## src/rtl/perSecAttrPkg.sv

```systemverilog
package perSecAttrPkg;
  localparam int NUM_HALVES    = 2;
  localparam int HALF_W        = 16;
  localparam int REGS_PER_HALF = 3;
  localparam int WORD_W        = 32;
  localparam int ATTR_W        = NUM_HALVES * HALF_W;
  localparam int NUM_REGS      = NUM_HALVES * REGS_PER_HALF;
  localparam int HALF_IDX_W    = (NUM_HALVES > 1) ? $clog2(NUM_HALVES) : 1;

  // register slot within a half; the order is fixed by the map
  typedef enum logic [1:0] {
    SLOT_STATUS = 2'd0,
    SLOT_SET_NS = 2'd1,
    SLOT_SET_SC = 2'd2
  } regSlot_e;

  typedef struct packed {
    logic [NUM_HALVES-1:0] setNs;
    logic [NUM_HALVES-1:0] setSec;
    logic                  rdStatus;
    logic [HALF_IDX_W-1:0] rdHalf;
  } ctrlStrobe_t;
endpackage

```

## src/rtl/perSecAttrCtrl.sv

```systemverilog
module perSecAttrCtrl
  import perSecAttrPkg::*;
#(
  parameter int ADDR_W = 4
) (
  input  logic [ADDR_W-1:0] addr,
  input  logic              wrEn,
  input  logic              rdEn,
  input  logic              accSecure,
  output ctrlStrobe_t       strb
);
  logic wrOk;
  assign wrOk = wrEn & accSecure;

  always_comb begin
    strb = '0;
    for (int h = 0; h < NUM_HALVES; h++) begin
      if (int'(addr) == h * REGS_PER_HALF + int'(SLOT_STATUS) && rdEn) begin
        strb.rdStatus = 1'b1;
        strb.rdHalf   = HALF_IDX_W'(h);
      end
      if (int'(addr) == h * REGS_PER_HALF + int'(SLOT_SET_NS) && wrOk)
        strb.setNs[h] = 1'b1;
      if (int'(addr) == h * REGS_PER_HALF + int'(SLOT_SET_SC) && wrOk)
        strb.setSec[h] = 1'b1;
    end
  end
endmodule

```

## src/rtl/perSecAttrData.sv

```systemverilog
module perSecAttrData
  import perSecAttrPkg::*;
#(
  parameter logic [ATTR_W-1:0] IMPL_MASK = 32'h01FF_03FF
) (
  input  logic              clk,
  input  logic              rstN,
  input  ctrlStrobe_t       strb,
  input  logic [HALF_W-1:0] cmdBits,
  output logic [WORD_W-1:0] rdData,
  output logic [ATTR_W-1:0] attr
);
  logic [NUM_HALVES-1:0][HALF_W-1:0] halfQ;

  for (genvar h = 0; h < NUM_HALVES; h++) begin : gHalf
    localparam logic [HALF_W-1:0] H_MASK = IMPL_MASK[h*HALF_W +: HALF_W];
    logic [HALF_W-1:0] halfD;

    always_comb begin
      halfD = halfQ[h];
      if (strb.setNs[h])  halfD = halfD | cmdBits;
      if (strb.setSec[h]) halfD = halfD & ~cmdBits;
      halfD = halfD & H_MASK;
    end

    always_ff @(posedge clk or negedge rstN) begin
      if (!rstN) halfQ[h] <= '0;
      else       halfQ[h] <= halfD;
    end

    assign attr[h*HALF_W +: HALF_W] = halfQ[h];
  end

  always_comb begin
    rdData = '0;
    if (strb.rdStatus)
      rdData[HALF_W-1:0] = halfQ[strb.rdHalf];
  end
endmodule

```

## src/rtl/perSecAttr.sv

```systemverilog
module perSecAttr
  import perSecAttrPkg::*;
#(
  parameter int                ADDR_W    = 4,
  parameter logic [ATTR_W-1:0] IMPL_MASK = 32'h01FF_03FF
) (
  input  logic              clk,
  input  logic              rstN,
  input  logic [ADDR_W-1:0] regAddr,
  input  logic              regWrEn,
  input  logic [WORD_W-1:0] regWrData,
  input  logic              regRdEn,
  output logic [WORD_W-1:0] regRdData,
  input  logic              accSecure,
  output logic [ATTR_W-1:0] attrVec
);
  ctrlStrobe_t strb;
  logic        unusedWrHi;

  assign unusedWrHi = ^regWrData[WORD_W-1:HALF_W];

  perSecAttrCtrl #(.ADDR_W(ADDR_W)) uCtrl (
    .addr      (regAddr),
    .wrEn      (regWrEn),
    .rdEn      (regRdEn),
    .accSecure (accSecure),
    .strb      (strb)
  );

  perSecAttrData #(.IMPL_MASK(IMPL_MASK)) uData (
    .clk     (clk),
    .rstN    (rstN),
    .strb    (strb),
    .cmdBits (regWrData[HALF_W-1:0]),
    .rdData  (regRdData),
    .attr    (attrVec)
  );
endmodule

```

## config.mk

```make
export PLATFORM = sky130hd
export DESIGN_NAME = perSecAttr
export DESIGN_NICKNAME = d
export VERILOG_FILES = /design/src/rtl/perSecAttrPkg.sv /design/src/rtl/perSecAttrCtrl.sv /design/src/rtl/perSecAttrData.sv /design/src/rtl/perSecAttr.sv
export SDC_FILE = /design/constraint.sdc
export NUM_CORES = 1
export LEC_CHECK = 0
export ABC_CLOCK_PERIOD_IN_PS = 5100
export BUFFER_PORTS_ARGS = -buffer_cell sky130_fd_sc_hd__buf_2
export CAP_MARGIN = 30
export CORE_MARGIN = 2
export CORE_UTILIZATION = 40
export CTS_CLUSTER_SIZE = 40
export DETAILED_ROUTE_END_ITERATION = 10
export GPL_ROUTABILITY_DRIVEN = 0
export PLACE_DENSITY = 0.85
export SETUP_SLACK_MARGIN = 0.2
export SLEW_MARGIN = 10
export SYNTH_ARGS = -nofsm -noshare
export SYNTH_HDL_FRONTEND = slang
export SYNTH_HIERARCHICAL = 1
export SYNTH_SLANG_ARGS = --single-unit
```

## constraint.sdc

```tcl
create_clock -name clk -period 5.1 [get_ports clk]
set_input_delay 1.53 -clock clk [delete_from_list [all_inputs] [get_ports clk]]
set_output_delay 1.53 -clock clk [all_outputs]
set_load 0.005 [all_outputs]
```

Word level (Yosys, flattened, before mapping)
Index checks and enable logic that the tools add are counted.

Register bits: 19. Input port bits: 41. Output and inout bits: 64. Word-level logic and storage cells: 34.

$lt $le $gt $ge: 1. Eq/ne operators: 5. Multiplexer cells: 13. Bitwise logic cells: 6. Reduce and logical (&&, ||, !) cells: 7.

Operators with widths (number): 2-to-1 mux 16 bit (2); 2-to-1 mux 10 bit (3); 2-to-1 mux 9 bit (2); AND 10 bit (1); NOT 10 bit (1); OR 10 bit (1); AND 9 bit (1); OR 9 bit (1); equality test 4 x 3 -> 1 bit, second input constant (2); equality test 4 bit, second input constant (2); logical AND 1 bit (6); equality test 4 x 2 -> 1 bit, second input constant (1); zero test 4 bit (1); 2-to-1 mux 1 bit (4); 2-to-1 mux 2 bit (2); < comparator 1 x 2 -> 1 bit, second input constant (1); AND 1 bit (1).

Depth between registers and ports, before layout
Depth in word-level cells: 7. Mapped depth: 5. Gate-level depth less buffers: 4.

By module
Netlist, hierarchy kept.

Modules (own cells, without submodules): perSecAttrData (times used 1, cells an instance 118, area an instance 1116.1 µm², seq. area each 475.5 µm²); perSecAttrCtrl (times used 1, cells an instance 12, area an instance 71.3 µm², seq. area each 0.0 µm²).

Worst setup path after synthesis
No wires, ideal clock.

Path type: input to output. Start: input regAddr[3]. End: output regRdData[0]. Arrival: 2.439 ns. Required time: 3.570 ns. Setup slack: 1.131 ns. Cell stages on the path: 5. Path buffers: 1. Path through: or3b_1 -> nor2_1 -> buf_6 -> mux2i_1 -> nor2b_1.

RTL lines: start, declared (line perSecAttr.sv:9) `input logic [ADDR_W-1:0] regAddr,`; end, declared (line perSecAttr.sv:13) `output logic [WORD_W-1:0] regRdData,`.

==> reports/results.txt <==
Sink Count = 19
worst hold-check path type = reg2reg
drt first-iter violations = 18
Synth area leader = dfrtp_1
top-count cell post-synth = a21oi_1
Sequential Power Share = 53.7%
Bufs on Longest Clock Path = 2
Die Span X = 58.5 um
cell row count = 19
first-pass GRT wire length = 4020 um
drt first pass iters = 4
critical path required time = 3.57 ns
Port Buffers = 47
Die Ht = 58.5 um
GRT Util Overall = 15.3%
Syn Area/Cell = 9.13 um^2
antenna diode count = 0
area grow syn2layout = 15.7%
crit path kind = in2out
Distinct cells, synth = 18
crit share post-route = 84.7%
Vias = 1001
vias in the first global route = 879
Area contributors post-synth = dfrtp_1 40%, buf_4 22%, a21oi_1 16%, mux2i_1 7.6%, nor2b_1 4.7%
total CTS buffers = 3
gr ovfl total = 0
crit start category = input port
vias per cell = 4.74
status = complete, no violations
effective utilization at floorplan = 42.7%
Setup TNS = 0 ns
Max IR drop VDD = 162 uV
sequential share of the synthesized area = 40.0%
max-slew violations = 0
Routed Antenna Nets = 0
DRC errors left = 0
Setup crit end kind = output port
Clock Latency Late Sink = 0.28 ns
maximum number of pins on one net before global-route repair = 20
fin crit period = 4.32 ns
final WL = 2580 um
Post-synth top cells = 38 x a21oi_1, 35 x buf_4, 19 x dfrtp_1
Clock power frac = 19.9%
Synth top area share = 40.0%
Post-Synth Simple-Gate Area = 11.4%
Final Hold Fails = 0
Syn Inst Count = 130
Reg clk slew, reported paths = 0.11 ns
Data arrival, critical path = 2.79 ns
CORE AREA = 0.00278 mm^2
YS warnings = 6
hold_buf cts = 0
Power Dens Cells = 273 mW/mm^2
post-cts resize count = 0
CP max FO = 10
largest family of logic cells by synthesized area = buffers and inverters
top_reg_cell synth = dfrtp_1
XOR/XNOR Fraction of Synth Area = 0%
postcts setup bufs = 0
synthesized flop and latch total = 19
mux share of post-synthesis cell area = 7.59%
dpl hpwl = 2020 um
adder-cell share of the synthesized area = 0%
FMAX = 0.231 GHz
wire length per cell after detailed routing = 12.2 um
H-tree lvl count = 1
Layout Skew = 0 ns
EDFF count, synth = 0
unrepaired setup endpoints after global routing = false
MaxCap Viol Count = 0
Int Pwr = 0.256 mW
LEAKAGE = 0.736 nW
antenna violations before repair = 0
setup violators final = 0
Compound-Gate Fraction of Synth Area = 16.0%
ys async rst share = 100%
final core utilization = 49.4%
Rel. slew slack = 53.9%
Logic pwr share = 26.3%
# nets final = 222
clock tree from TritonCTS = yes
Syn Std Cell Area = 0.00119 mm^2
layout cells sized above 1 = 32.2%
Root Driver = clkbuf_4
total net switching power = 0.119 mW
die footprint = 0.00342 mm^2
final total power = 0.376 mW
IO Pins = 105
Sw Ratio = 31.7%
worst-margin pin slew = 0.689 ns
worst max-delay path, cell delays in order:
cell and delay (ns):
buf_2 0.12, or3b_1 0.39, and3b_1 0.44, nor2b_1 0.18
buf_2 0.12
per-stage QoR:
stage / hold slack (ns) / area, um^2 / setup WS, ns / cells
floorplan: 0.534 / 1320 / 1.13 / 164
finish: 0.561 / 1370 / 0.779 / 211
CTS: 0.565 / 1370 / 0.765 / 211
detailed placement: 0.532 / 1350 / 0.767 / 207
global placement: 0.525 / 1330 / 0.752 / 205
global route: 0.587 / 1370 / 0.676 / 211
final cells by class:
class	instances	area, um^2
fill	283	1410
multi-input combinational	105	559
sequential	19	475
timing repair buffer	52	273
tap	31	38.8
clock buffer	3	22.5
clock inverter	1	5.00
routing by layer:
metal / wire length (um) / vias up / track usage [%]
met2: 1410 / 41 / 27.4
met5: 0 / - / 0
li1: - / 471 / -
met1: 1000 / 487 / 18.9
met3: 152 / 2 / 1.98
met4: 10 / 0 / 4.65
logic make-up (layout without fill, tap and decap cells):
kind of cell / count (synthesis) / count (layout)
buf+inv: 40 / 56
other cells: 1 / 35
mux: 9 / 9
compound gates: 38 / 38
simple gates: 23 / 23
flops: 19 / 19
path summary, 6_finish.rpt:
check	from	to	slack (ns)	cells past startpoint
max in group asynchronous	rstN	uData/attr[17]	3.65	1
worst max register to register	uData/attr[24]	uData/attr[24]	4.36	2
worst min register to register	flop	flop	0.56	2
worst min-delay path	flop	flop	0.56	2
worst max-delay path	regAddr[3]	regRdData[4]	0.78	5
min in group asynchronous	rstN	uData/attr[24]	1.15	1
power by group through the flow:
stage          logic (mW)  registers [mW]  clock network, mW
2_1_floorplan      0.0633           0.206                  0
3_3_place_gp       0.0944           0.204                  0
3_5_place_dp       0.0994           0.206                  0
4_1_cts            0.0997           0.203             0.0785
5_1_grt             0.114           0.207             0.0886
6_report           0.0989           0.202             0.0748
cell usage in the layout (no fill, tap or decap):
cell type,instances
and3b_1,1
clkbuf_4,3
nor2_1,3
nor2b_1,9
nor4_2,2
nor3_1,1
mux2i_1,9
nand2_1,3
buf_2,47
buf_4,5
nand2b_1,2
dfrtp_1,19
a21oi_1,38
or3b_1,1
nand4b_1,1
clkinv_2,1
conb_1,35
Power figures use the tool's default switching activity.
